## src/rtl/lpg_pkg.sv

```systemverilog
package lpg_pkg;

    typedef enum logic [1:0] {
        SEL_DIV1  = 2'd0,
        SEL_DIV2  = 2'd1,
        SEL_DIV4  = 2'd2,
        SEL_DIV4B = 2'd3
    } sel_e;

    typedef enum logic [2:0] {
        SEG_ACTIVE,
        SEG_FRONT,
        SEG_SYNC,
        SEG_POST,
        SEG_CLAMP,
        SEG_TAIL
    } seg_e;

endpackage

```

## src/rtl/lpg_prescaler.sv

```systemverilog
module lpg_prescaler
    import lpg_pkg::*;
#(
    parameter int PRE_W = 2
) (
    input  logic       clk,
    input  logic       rst,
    input  logic       line_rst,
    input  logic [1:0] clk_sel,
    output logic       tick
);
    logic [PRE_W-1:0] pre_q;
    logic [PRE_W-1:0] limit;

    always_comb begin
        unique case (sel_e'(clk_sel))
            SEL_DIV1:  limit = PRE_W'(0);
            SEL_DIV2:  limit = PRE_W'(1);
            SEL_DIV4,
            SEL_DIV4B: limit = PRE_W'(3);
            default:   limit = PRE_W'(0);
        endcase
    end

    assign tick = !line_rst && (pre_q >= limit);

    always_ff @(posedge clk) begin
        if (rst || line_rst || tick) pre_q <= '0;
        else                         pre_q <= pre_q + 1'b1;
    end


    tick_gap_chk: assert property (@(posedge clk) disable iff (rst)
        (tick && clk_sel != 2'd0) |=> (!tick || clk_sel == 2'd0));


    lr_pre_chk: assert property (@(posedge clk) disable iff (rst)
        line_rst |=> (pre_q == '0));

endmodule

```

## src/rtl/lpg_line_counter.sv

```systemverilog
module lpg_line_counter #(
    parameter int CNT_W = 8
) (
    input  logic             clk,
    input  logic             rst,
    input  logic             line_rst,
    input  logic             tick,
    output logic [CNT_W-1:0] cnt_d,
    output logic             pix_q,
    output logic             half_q
);
    localparam int STEPS = 1 << CNT_W;
    localparam logic [CNT_W-1:0] HALF = CNT_W'(STEPS / 2);

    logic [CNT_W-1:0] cnt_q;

    always_comb begin
        if (line_rst)  cnt_d = '0;
        else if (tick) cnt_d = cnt_q + 1'b1;
        else           cnt_d = cnt_q;
    end

    always_ff @(posedge clk) begin
        if (rst) begin
            cnt_q  <= '0;
            pix_q  <= 1'b0;
            half_q <= 1'b0;
        end else begin
            cnt_q  <= cnt_d;
            pix_q  <= tick;
            half_q <= tick && (cnt_d == '0 || cnt_d == HALF);
        end
    end


    step_chk: assert property (@(posedge clk) disable iff (rst)
        (tick && !line_rst) |=> (cnt_q == $past(cnt_q) + 1'b1));


    lr_cnt_chk: assert property (@(posedge clk) disable iff (rst)
        line_rst |=> (cnt_q == '0 && !half_q && !pix_q));


    half_pos_chk: assert property (@(posedge clk) disable iff (rst)
        half_q |-> (pix_q && (cnt_q == '0 || cnt_q == HALF)));

endmodule

```

## src/rtl/lpg_segment_fsm.sv

```systemverilog
module lpg_segment_fsm
    import lpg_pkg::*;
#(
    parameter int CNT_W       = 8,
    parameter int BLANK_START = 22,
    parameter int SYNC_START  = 25,
    parameter int SYNC_LAST   = 49,
    parameter int CLAMP_START = 52,
    parameter int CLAMP_LAST  = 65,
    parameter int BLANK_LAST  = 67
) (
    input  logic             clk,
    input  logic             rst,
    input  logic             line_rst,
    input  logic [CNT_W-1:0] cnt_d,
    output logic             hsync_q,
    output logic             hblank_q,
    output logic             hdrive_q,
    output logic             clamp_q
);
    localparam logic [CNT_W-1:0] AT_FRONT = CNT_W'(BLANK_START);
    localparam logic [CNT_W-1:0] AT_SYNC  = CNT_W'(SYNC_START);
    localparam logic [CNT_W-1:0] AT_POST  = CNT_W'(SYNC_LAST + 1);
    localparam logic [CNT_W-1:0] AT_CLAMP = CNT_W'(CLAMP_START);
    localparam logic [CNT_W-1:0] AT_TAIL  = CNT_W'(CLAMP_LAST + 1);
    localparam logic [CNT_W-1:0] AT_END   = CNT_W'(BLANK_LAST + 1);

    seg_e seg_q, seg_d;

    always_comb begin
        seg_d = seg_q;
        if (line_rst) begin
            seg_d = SEG_ACTIVE;
        end else begin
            unique case (seg_q)
                SEG_ACTIVE: if (cnt_d == AT_FRONT) seg_d = SEG_FRONT;
                SEG_FRONT:  if (cnt_d == AT_SYNC)  seg_d = SEG_SYNC;
                SEG_SYNC:   if (cnt_d == AT_POST)  seg_d = SEG_POST;
                SEG_POST:   if (cnt_d == AT_CLAMP) seg_d = SEG_CLAMP;
                SEG_CLAMP:  if (cnt_d == AT_TAIL)  seg_d = SEG_TAIL;
                SEG_TAIL:   if (cnt_d == AT_END)   seg_d = SEG_ACTIVE;
                default:    seg_d = SEG_ACTIVE;
            endcase
        end
    end

    always_ff @(posedge clk) begin
        if (rst) seg_q <= SEG_ACTIVE;
        else     seg_q <= seg_d;
    end

    always_ff @(posedge clk) begin
        if (rst) begin
            hsync_q  <= 1'b0;
            hblank_q <= 1'b0;
            hdrive_q <= 1'b0;
            clamp_q  <= 1'b0;
        end else begin
            hsync_q  <= 1'b0;
            hblank_q <= 1'b1;
            hdrive_q <= 1'b0;
            clamp_q  <= 1'b0;
            unique case (seg_d)
                SEG_ACTIVE: hblank_q <= 1'b0;
                SEG_FRONT:  hdrive_q <= 1'b1;
                SEG_SYNC: begin
                    hsync_q  <= 1'b1;
                    hdrive_q <= 1'b1;
                end
                SEG_CLAMP:  clamp_q  <= 1'b1;
                SEG_POST, SEG_TAIL: ;
                default:    hblank_q <= 1'b0;
            endcase
        end
    end


    sync_nest_chk: assert property (@(posedge clk) disable iff (rst)
        hsync_q |-> (hblank_q && hdrive_q));


    clamp_apart_chk: assert property (@(posedge clk) disable iff (rst)
        clamp_q |-> (hblank_q && !hsync_q && !hdrive_q));


    drive_blank_chk: assert property (@(posedge clk) disable iff (rst)
        hdrive_q |-> hblank_q);

endmodule

```

## src/rtl/line_pulse_gen.sv

```systemverilog
module line_pulse_gen #(
    parameter int CNT_W       = 8,
    parameter int PRE_W       = 2,
    parameter int BLANK_START = 22,
    parameter int SYNC_START  = 25,
    parameter int SYNC_LAST   = 49,
    parameter int CLAMP_START = 52,
    parameter int CLAMP_LAST  = 65,
    parameter int BLANK_LAST  = 67
) (
    input  logic       clk,
    input  logic       rst,
    input  logic       line_rst,
    input  logic [1:0] clk_sel,
    output logic       pix_tick,
    output logic       hsync,
    output logic       hblank,
    output logic       hdrive,
    output logic       clamp,
    output logic       half_line
);
    logic             tick;
    logic [CNT_W-1:0] cnt_d;

    lpg_prescaler #(.PRE_W(PRE_W)) u_pre (
        .clk      (clk),
        .rst      (rst),
        .line_rst (line_rst),
        .clk_sel  (clk_sel),
        .tick     (tick)
    );

    lpg_line_counter #(.CNT_W(CNT_W)) u_cnt (
        .clk      (clk),
        .rst      (rst),
        .line_rst (line_rst),
        .tick     (tick),
        .cnt_d    (cnt_d),
        .pix_q    (pix_tick),
        .half_q   (half_line)
    );

    lpg_segment_fsm #(
        .CNT_W       (CNT_W),
        .BLANK_START (BLANK_START),
        .SYNC_START  (SYNC_START),
        .SYNC_LAST   (SYNC_LAST),
        .CLAMP_START (CLAMP_START),
        .CLAMP_LAST  (CLAMP_LAST),
        .BLANK_LAST  (BLANK_LAST)
    ) u_fsm (
        .clk      (clk),
        .rst      (rst),
        .line_rst (line_rst),
        .cnt_d    (cnt_d),
        .hsync_q  (hsync),
        .hblank_q (hblank),
        .hdrive_q (hdrive),
        .clamp_q  (clamp)
    );


    blank_edge_chk: assert property (@(posedge clk) disable iff (rst)
        ($rose(hsync) && !$past(line_rst)) |-> hblank && $past(hblank));

endmodule

```

## config.mk

```make
export PLATFORM = sky130hd
export DESIGN_NAME = line_pulse_gen
export DESIGN_NICKNAME = d
export VERILOG_FILES = /design/src/rtl/lpg_pkg.sv /design/src/rtl/lpg_prescaler.sv /design/src/rtl/lpg_line_counter.sv /design/src/rtl/lpg_segment_fsm.sv /design/src/rtl/line_pulse_gen.sv
export SDC_FILE = /design/constraint.sdc
export NUM_CORES = 1
export LEC_CHECK = 0
export ABC_CLOCK_PERIOD_IN_PS = 3500
export BUFFER_PORTS_ARGS = -buffer_cell sky130_fd_sc_hd__buf_2
export CELL_PAD_IN_SITES_DETAIL_PLACEMENT = 1
export CELL_PAD_IN_SITES_GLOBAL_PLACEMENT = 1
export CORE_ASPECT_RATIO = 1.25
export CORE_MARGIN = 2
export CORE_UTILIZATION = 30
export CTS_CLUSTER_DIAMETER = 200
export DETAILED_ROUTE_END_ITERATION = 7
export HOLD_SLACK_MARGIN = 0.1
export MAX_ROUTING_LAYER = met4
export PLACE_DENSITY_LB_ADDON = 0.1
export SLEW_MARGIN = 20
export SYNTH_ARGS = -nofsm -noshare
export SYNTH_HDL_FRONTEND = slang
export SYNTH_SLANG_ARGS = --single-unit
```

## constraint.sdc

```tcl
create_clock -name clk -period 3.5 [get_ports clk]
set_input_delay 0 -clock clk [delete_from_list [all_inputs] [get_ports clk]]
set_output_delay 0 -clock clk [all_outputs]
set_load 0.005 [all_outputs]
```

# --- Word-level counts from Yosys, hierarchy flattened ---
# Cells that the tools add are included.
word_totals:
  out_inout_bits: 6
  word_cells: 59
  latch_bits: 0
  rom_bits: 0
  input_bits: 5
  mem_bits_rw: 0
  mem_count: 0
  register_bits: 19
classes:
  add_sub_neg: 2
  reduce_logical: 12
  muxes: 15
  n_mul: 0
  magnitude_cmp: 1
  n_eq_ne: 20
  bitwise: 0
  n_shift: 0
  div: 0
ops:
  columns: ["cell", "n"]
  rows:
  - ["$mux 3", 7]
  - ["$pmux 3 s6", 1]
  - ["$eq 8x5->1 const B", 2]
  - ["$eq 8x6->1 const B", 2]
  - ["$eq 8x7->1 const B", 2]
  - ["$mux 8", 2]
  - ["$eq 3x2->1 const B", 4]
  - ["$eq 3x3->1 const B", 4]
  - ["$add 8x1->8 const B", 1]
  - ["$eq 8x8->1 const B", 1]
  - ["$logic_not 8->1", 1]
  - ["$eq 3x1->1 const B", 2]
  - ["$pmux 2 s3", 1]
  - ["$reduce_or 5->1", 1]
  - ["$eq 2x2->1 const B", 2]
  - ["$mux 1", 4]
  - ["$reduce_or 2->1", 2]
  - ["$logic_not 3->1", 1]
  - ["$logic_or 1x1->1", 3]
  - ["$add 2x1->2 const B", 1]
  - ["$eq 2x1->1 const B", 1]
  - ["$ge 2x2->1", 1]
  - ["$logic_and 1x1->1", 2]
  - ["$logic_not 2->1", 1]
  - ["$logic_not 1->1", 1]

# --- Longest topological paths before layout ---
# Gate-level depths: netlist (run 1).
depth:
  depth_word: 14
  ltp_mapped: 11
  mapped_depth_nobuf: 10

# --- By module ---
# A second synthesis (run 1) with hierarchy kept.
hier_totals:
  hier_cells: 109
  hier_area_um2: 1052.3
modules_own_cells:
  columns: ["module", "seq_area_each_um2", "n_inst", "area_each_um2", "cells_per_inst"]
  rows:
  - ["lpg_line_counter", 200.2, 1, 505.5, 55]
  - ["lpg_segment_fsm", 140.1, 1, 417.9, 40]
  - ["lpg_prescaler", 40.0, 1, 128.9, 14]

# --- Worst setup path after synthesis (run 1) ---
# No wires, ideal clock.
synth_timing:
  kind: "flip-flop to flip-flop"
  start: "register u_pre.pre_q[0]"
  end: "register u_fsm.hdrive_q"
  t_required_ps: 3379
  setup_time_ps: 121
  period_less_slack_ps: 2729
  arrival_time_ps: 2608
  n_path_buf: 1
  stages_incl_launch_ff: 12
  setup_slack_ps: 771
  path_cell_list: "dfxtp_1 -> inv_1 -> ha_1 -> nand2b_4 -> a21o_1 -> buf_6 -> and3_4 -> a31oi_2 -> nor2_1 -> a311o_1 -> a2111oi_4 -> mux2_4"
synth_via:
  elab_chain_len: 11
  word_cells_on_any_way: 22
  classes_between: "order compare: 1; eq/ne: 8; mux: 11; reduce/logical: 2"
synth_lines:
  columns: ["element", "line_no", "text"]
  rows:
  - ["start, declared", "lpg_prescaler.sv:12", "logic [PRE_W-1:0] pre_q;"]
  - ["start signal, assigned", "lpg_prescaler.sv:29", "else pre_q <= pre_q + 1'b1;"]
  - ["$ge 2x2->1 *", "lpg_prescaler.sv:25", "assign tick = !line_rst && (pre_q >= limit);"]
  - ["$logic_and 1x1->1 *", "lpg_prescaler.sv:25", null]
  - ["$mux 8 *", "lpg_line_counter.sv:19", "else if (tick) cnt_d = cnt_q + 1'b1;"]
  - ["$mux 8 *", "lpg_line_counter.sv:18", "if (line_rst) cnt_d = '0;"]
  - ["$eq 8x7->1, or another cell as far along", "lpg_segment_fsm.sv:41", "SEG_TAIL: if (cnt_d == AT_END) seg_d = SEG_ACTIVE;"]
  - ["$mux 3, or another cell as far along", "lpg_segment_fsm.sv:41", null]
  - ["$pmux 3 s6 *", "lpg_segment_fsm.sv:35", "unique case (seg_q)"]
  - ["$mux 3 *", "lpg_segment_fsm.sv:32", "if (line_rst) begin"]
  - ["$eq 3x1->1 or $eq 3x2->1 (tied branches)", "lpg_segment_fsm.sv:63", "unique case (seg_d)"]
  - ["$reduce_or 2->1 (no source line) *", null, null]
  - ["$mux 1 *", "lpg_segment_fsm.sv:63", null]
  - ["end signal, assigned", "lpg_segment_fsm.sv:61", "hdrive_q <= 1'b0;"]
  - ["end signal, assigned", "lpg_segment_fsm.sv:65", "SEG_FRONT: hdrive_q <= 1'b1;"]
  - ["end signal, assigned", "lpg_segment_fsm.sv:68", "hdrive_q <= 1'b1;"]
  - ["end, declared", "lpg_segment_fsm.sv:18", "output logic hdrive_q,"]
# Mark *: on every way between the ends. The rest lies on a longest branch, timed or not.
# A chain may end at the register's enable or synchronous reset.

# --- Worst setup path in the final report (run 1) ---
# Same ends and word-level chain as after synthesis.

==> results of run 1 <==
critical path, delay by kind of cell (launching register included):
family,cells,cell delay [ps]
multiplexers,1,200
flip-flops,1,380
buffers and inverters,2,280
AO/OA/AOI/OAI,4,1260
AND/OR/NAND/NOR,3,620
adder cells (fa/ha/maj),1,280
power breakdown:
| part | internal, W | switching, W | total (W) |
|---|---|---|---|
| Combinational | 0.0000212 | 0.0000305 | 0.0000517 |
| Sequential | 0.000219 | 0.00000343 | 0.000222 |
| Clock | 0.0000793 | 0.0000776 | 0.000157 |
| Total | 0.000320 | 0.000112 | 0.000431 |
layout by cell type (no fill, tap or decap), types with 2 or more instances in the layout:
cell	n
dfxtp_1	19
nor2_1	17
nand2_1	13
buf_2	10
nor2b_1	8
nand3_1	6
xnor2_1	5
nor3_1	5
inv_1	4
a21oi_1	4
nor4_1	4
a21oi_2	3
nor3b_1	3
and2_1	3
o21ai_0	3
nor4b_1	3
ha_1	3
clkbuf_8	3
or2_2	2
xor2_1	2
nor3_2	2
o211ai_1	2
a211oi_2	2
a211oi_1	2
a31oi_1	2
mux2i_1	2
nand3b_1	2
dlygate4sd3_1	2
final cells by class:
type,count,share of cell area
Multi-Input combinational cell,124,0.5929
Sequential cell,19,0.2627
Clock buffer,3,0.02852
Timing Repair Buffer,13,0.05359
Clock inverter,1,0.003457
Tap cell,56,0.04840
Inverter,4,0.01037
stage by stage:
step | instance area (sq um) | worst slack (ps)
global route | 1448 | 85.62
finish | 1448 | 434.3
detailed placement | 1381 | 370.7
global placement | 1381 | 535.0
CTS | 1448 | 357.8
floorplan | 1318 | 770.6
sequential cells by signal, indices dropped and copies added, names as in the netlist:
name            flops
u_cnt.cnt_q         8
u_cnt.half_q        1
u_cnt.pix_q         1
u_pre.pre_q         2
u_fsm.clamp_q       1
u_fsm.hblank_q      1
u_fsm.hsync_q       1
u_fsm.hdrive_q      1
u_fsm.seg_q         3
routing by layer:
layer | routed length [um] | vias to the layer above
met2 | 1807 | 12
met3 | 66 | 4
met4 | 46 | 0
li1 | - | 578
met1 | 1538 | 575
met5 | 0 | -
worst min-delay path by stage:
stage          slack (ps)     start             end
2_1_floorplan          70  line_rst   u_fsm.clamp_q
3_3_place_gp          210       rst  u_cnt.cnt_q[6]
3_5_place_dp          210       rst  u_cnt.cnt_q[6]
4_1_cts               460       rst  u_cnt.cnt_q[6]
5_1_grt               490       rst   u_fsm.clamp_q
6_report              470       rst  u_cnt.cnt_q[6]
timing repair:
item	in CTS	in global routing
endpoints found under the hold margin	2	0
endpoints found under the setup margin	0	0
hold buffers	2	0
logic make-up (layout without fill, tap and decap cells):
family                     count (synthesis)  in the layout  synth area share
buffers and inverters                     13             21           0.05982
muxes                                      4              4           0.03513
AOI/OAI and AO/OA                         30             30            0.1918
xor gates and xnor gates                   7              7           0.04653
adders and majority gates                  3              3           0.02849
and+or+nand+nor                           80             80            0.3495
DFF                                       19             19            0.2887
==> metrics.md, run 1 <==
| Metric | Value |
|---|---|
| Outcome | finished clean |
| Detailed Route Iter0 Violations | 30 |
| Peak supply drop | ~140 uV |
| Die Y | between 70 and 80 um |
| CTS clk-pin slew, worst paths | 80 ps |
| DRT antenna net count | 0 |
| Final-report hold violation count | 0 |
| Crit path cell chain | inv_1 > ha_1 > nand2b_4 > a21oi_2 > buf_4 > a32oi_1 > a31oi_1 > nand3_1 > a221oi_1 > nor4b_1 > mux2_4 |
| WHS Path Cells | 3 |
| Vias per cell | between 5 and 6 |
| Fin crit share | 0.8759 |
| Seq. cell area | 380.4 sq um |
| Worst Reg-to-Reg Cells | 11 |
| Layout cell share with drive strength beyond 1 | 0.2073 |
| Routability congestion estimate | 0.7826 |
| Total core area | 4164 sq um |
| Pwr Density | 297.8 nW/um^2 |
| Max-cap violations | 0 |
| Setup_tns | 0 ps |
| Asr flop ratio synth | 0 |
| Die area | about 4900 sq um |
| Avg Inst Size Synth | 8.446 sq um |
| IO Pins | 11 |
| Routed via count | between 1k and 1.5k |
| Mapped cell area | between 1000 and 1500 sq um |
| Arr. time, crit path | approximately 3300 ps |
| Crit. End Element | flip-flop |
| Synth top area share | 0.2887 |
| Area leader, netlist | dfxtp_1 |
| Max clock buf depth | 2 |
| Multi-input combinational cell area | 858.3 sq um |
| Setup violations, final | 0 |
| Hold/Removal Path Class | primary input to flip-flop |
| WL/cell | between 15 and 20 um |
| CTS Buf Count | 3 |
| Antenna cell count | 0 |
| CTS tree | built |
| Main synth FF type | dfxtp_1 |
| Dpl hpwl | ~2700 um |
| Post-CTS Setup Inserts | 0 |
| Synth Net Count | 164 |
| Starting Density | 0.3164 |
| Register area share after synthesis | 0.2887 |
| Power Total | approximately 0.00043 W |
| Layout Nets | 173 |
| Most common cell in the netlist | dfxtp_1 |
| Synth cell types | between 50 and 60 |
| Rel. slew slack | 0.5828 |
| Largest stage delay, worst path | approximately 500 ps |
| Clock sinks | 19 |
| Filler cells | roughly 530 |
| Worst r2r dst | u_fsm.hdrive_q |
| Crit-path max FO | 7 |
| Fmax | 326.2 MHz |
| Hold WS | 468.5 ps |
| Final WL | 3459 um |
| Synth warn | 0 |
| Row Count | 26 |
| Critical path destination | u_fsm.hdrive_q |
| Total global-route track usage | 0.1574 |
| Skew final | 5.556 ps |
| Die width | between 60 and 70 um |
| Synthesized flop and latch total | 19 |
| Setup slack on the worst flop-to-flop path | about 430 ps |
| Root Driver | clkbuf_8 |
| # resized after CTS | 0 |
| PortBufs | 10 |
| H-tree levels | 1 |
| Slowest CP cell | a221oi_1 |
| Clk Latency, worst-skew pair | ~260 ps |
| Pre-Repair DR Iteration Count | 4 |
| Area contributors post-synth | dfxtp_1 29%, nor2_1 4.8%, nor2b_1 3.8% |
| Placed insts | between 200 and 250 |
| Crit path launch type | flip-flop |
| # DRC | 0 |
| Met1 GRT Util | 0.1780 |
| Met2 usage | 0.2840 |
| Critical Path RT | about 3700 ps |
| Finished Layout Cells | 220 |
| Antenna violations before repair | 0 |
| Global-route wire length before repair | 6009 um |
| Vias in the first global route | roughly 1.2k |
| Total gr overflow | 0 |
| Worst Setup Path Type | flip-flop to flip-flop |
| Worst-Margin Slew | approximately 620 ps |
| Cells after synthesis | approximately 160 |
| EDFF count, synth | 0 |
| Post-synth top cells | 19 x dfxtp_1, 17 x nor2_1, 13 x nand2_1, 8 x nor2b_1, 6 x nand3_1 |
| CP Launch Point | u_pre.pre_q[0] |
| Slew Viols, Final | 0 |
| Most used routing layer | met2 |
| Unrepaired setup endpoints after global routing | false |
| Pleak | 0.5056 nW |
| Largest net degree at the start of global routing | 17 |
| Post-layout util | 0.3477 |
| Worst r2r src | u_pre.pre_q[0] |
| Period minus WS final | approximately 3100 ps |
| GR Util met3 | 0.02149 |
| Synthesis-to-layout area growth | 9.877% |
Note: power is estimated with default switching activity, not from simulation.
==> inputs of run 2 (changes only) <==
CELL_PAD_IN_SITES_GLOBAL_PLACEMENT = 2   (was 1)
==> metrics.md, run 2 (same netlist as run 1, synthesis figures left out) <==
| Metric | Value |
|---|---|
| Clk Latency, worst-skew pair | 270 ps (was 260 ps) |
| Arr. time, crit path | 3420 ps (was 3280 ps) |
| Worst r2r dst | u_fsm.clamp_q (was u_fsm.hdrive_q) |
| Worst Reg-to-Reg Cells | 11 (unchanged) |
| Skew final | 8.956 ps (was 5.556 ps) |
| H-tree levels | 1 (unchanged) |
| Die width | 63.28 um (unchanged) |
| Root Driver | clkbuf_8 (unchanged) |
| Slowest CP cell | dlygate4sd3_1 (was a221oi_1) |
| Most common cell after layout, fill and taps aside | dfxtp_1 (unchanged) |
| Max clock buf depth | 2 (unchanged) |
| Post-route cell area | 1475 sq um (was 1448 sq um) |
| Clock share of power | 0.377 (was 0.364) |
| Sw Pwr | 0.0001217 W (was 0.0001116 W) |
| Max reg flops | 8 (unchanged) |
| Routability congestion estimate | 0.8352 (was 0.7826) |
| Hold WS | 123.7 ps (was 468.5 ps) |
| Vias per cell | 5.357 (was 5.314) |
| Outcome | finished clean (unchanged) |
| Crit path launch type | flip-flop (unchanged) |
| Worst-Margin Slew | 664.2 ps (was 620.1 ps) |
| Met2 usage | 0.2713 (was 0.2840) |
| Fmax | 312.6 MHz (was 326.2 MHz) |
| Crit path cell chain | inv_1 > ha_1 > nand2b_4 > a21o_1 > and3_4 > a31oi_2 > nor2_1 > a311o_1 > a2111oi_4 > nor4b_2 > dlygate4sd3_1 (was inv_1 > ha_1 > nand2b_4 > a21oi_2 > buf_4 > a32oi_1 > a31oi_1 > nand3_1 > a221oi_1 > nor4b_1 > mux2_4) |
| Row Count | 26 (unchanged) |
| Total global-route track usage | 0.1538 (was 0.1574) |
| Routed via count | 1184 (was 1169) |
| Final-report hold violation count | 0 (unchanged) |
| Antenna violations before repair | 0 (unchanged) |
| Total core area | 4164 sq um (unchanged) |
| Largest stage delay, worst path | 560 ps (was 500 ps) |
| # DRC | 0 (unchanged) |
| Crit-path max FO | 9 (was 7) |
| WL/cell | 15.46 um (was 15.72 um) |
| Seq pwr share | 0.502 (was 0.516) |
| Global-route wire length before repair | 5871 um (was 6009 um) |
| Met1 GRT Util | 0.1800 (was 0.1780) |
| Worst r2r src | u_pre.pre_q[0] (unchanged) |
| Cell Int Power | 0.0003213 W (was 0.0003195 W) |
| CTS clk-pin slew, worst paths | 90 ps (was 80 ps) |
| Setup_tns | 0 ps (unchanged) |
| Most flops, register | u_cnt.cnt_q (unchanged) |
| CTS tree | built (unchanged) |
| Most frequent cells in the layout | 18 x dfxtp_1, 17 x nor2_1, 13 x nand2_1, 10 x buf_2, 8 x nor2b_1 (was 19 x dfxtp_1, 17 x nor2_1, 13 x nand2_1, 10 x buf_2, 8 x nor2b_1) |
| GR Util met3 | 0.01719 (was 0.02149) |
| Crit. End Element | flip-flop (unchanged) |
| Placed insts | 214 (unchanged) |
| Total gr overflow | 0 (unchanged) |
| Worst Setup Path Type | flip-flop to flip-flop (unchanged) |
| Detailed Route Iter0 Violations | 20 (was 30) |
| Pwr Density | 300.3 nW/um^2 (was 297.8 nW/um^2) |
| Clock sinks | 19 (unchanged) |
| Rel. slew slack | 0.5531 (was 0.5828) |
| DRT antenna net count | 0 (unchanged) |
| Synthesis-to-layout area growth | 11.97% (was 9.877%) |
| Final WL | 3417 um (was 3459 um) |
| Worst Hold End | u_cnt.half_q (was u_cnt.cnt_q[6]) |
| Sw Share | 0.2747 (was 0.2588) |
| Setup violations, final | 0 (unchanged) |
| Placed Area | 1381 sq um (unchanged) |
| Peak supply drop | 102.8 uV (was 138.6 uV) |
| Die area | 4941 sq um (unchanged) |
| Antenna cell count | 0 (unchanged) |
| Layout Nets | 174 (was 173) |
| Power Total | 0.0004430 W (was 0.0004311 W) |
| Logic pwr share | 0.122 (was 0.120) |
| Vias in the first global route | 1194 (was 1248) |
| WHS Path Cells | 3 (unchanged) |
| Layout cell share with drive strength beyond 1 | 0.2303 (was 0.2073) |
| PortBufs | 10 (unchanged) |
| Hold/Removal Path Class | primary input to flip-flop (unchanged) |
| Pre-Repair DR Iteration Count | 4 (unchanged) |
| Most used routing layer | met2 (unchanged) |
| Max-cap violations | 0 (unchanged) |
| Largest net degree at the start of global routing | 17 (unchanged) |
| Period minus WS final | 3199 ps (was 3066 ps) |
| Starting Density | 0.3164 (unchanged) |
| Dpl hpwl | 2613 um (was 2671 um) |
| Slew Viols, Final | 0 (unchanged) |
| IO Pins | 11 (unchanged) |
| Fin crit share | 0.9141 (was 0.8759) |
| Min-delay src | line_rst (was rst) |
| Setup slack on the worst flop-to-flop path | 300 ps (was 430 ps) |
| CTS Buf Count | 3 (unchanged) |
| Pleak | 0.5080 nW (was 0.5056 nW) |
| Finished Layout Cells | 221 (was 220) |
| Die Y | 78.09 um (unchanged) |
| Unrepaired setup endpoints after global routing | false (unchanged) |
| Critical Path RT | 3720 ps (was 3710 ps) |
| Largest registers | u_cnt.cnt_q x8, u_fsm.seg_q x3, u_pre.pre_q x2 (unchanged) |
[run 2: worst max-delay path: cells and delay by family (launching register included)]
| family | cells | cell delay (ps) |
|---|---|---|
| AOI/OAI and AO/OA | 4 | 1150 |
| and+or+nand+nor | 4 | 710 |
| adders and majority gates | 1 | 280 |
| buffers and inverters | 2 | 620 |
| DFF | 1 | 370 |
[run 2: layout make-up]
type                            count  area [sq um]
Timing Repair Buffer               14         85.08
Sequential cell                    19         381.6
Tap cell                           56         70.07
Fill cell                         534          2689
Multi-Input combinational cell    124         874.6
Clock inverter                      1         7.507
Inverter                            4         15.01
Clock buffer                        3         41.29
[run 2: power by group through the flow]
| stage | registers, W | clock network (W) | logic [W] |
|---|---|---|---|
| finish | 0.000222 | 0.000167 | 0.0000539 |
| global placement | 0.000227 | 0 | 0.0000511 |
| floorplan | 0.000227 | 0 | 0.0000403 |
| detailed placement | 0.000227 | 0 | 0.0000516 |
| global route | 0.000223 | 0.000184 | 0.0000600 |
| CTS | 0.000222 | 0.000174 | 0.0000525 |
[run 2: how the worst max path moves through the flow]
stage	startpoint	end	slack [ps]	cells after the start
3_5_place_dp	u_pre.pre_q[0]	u_fsm.hdrive_q	490	10
4_1_cts	u_pre.pre_q[0]	u_fsm.clamp_q	50	11
6_report	u_pre.pre_q[0]	u_fsm.clamp_q	300	11
5_1_grt	u_pre.pre_q[0]	u_fsm.clamp_q	80	11
3_3_place_gp	u_pre.pre_q[0]	u_fsm.hdrive_q	550	10
2_1_floorplan	u_pre.pre_q[0]	u_fsm.hdrive_q	770	11
[run 2: per-layer routing]
metal / part of all wire / vias to the layer above
li1: - / 586
met1: 0.45 / 576
met2: 0.51 / 15
met3: 0.016 / 7
met4: 0.024 / 0
met5: 0 / -
[run 2: stage by stage]
step,worst slack [ps],utilization
after floorplan,770.6,-
after global placement,547.1,0.3317
after detailed placement,489.2,0.3317
after CTS,48.72,0.3483
after global routing,79.20,0.3543
final,300.5,0.3543
[run 2: repair_timing]
action | CTS | global route
setup buffers | 0 | 1
gates resized for setup | 0 | 4
endpoints found under the setup margin | 0 | 1
endpoints found under the hold margin | 2 | 0
hold buffers | 2 | 0
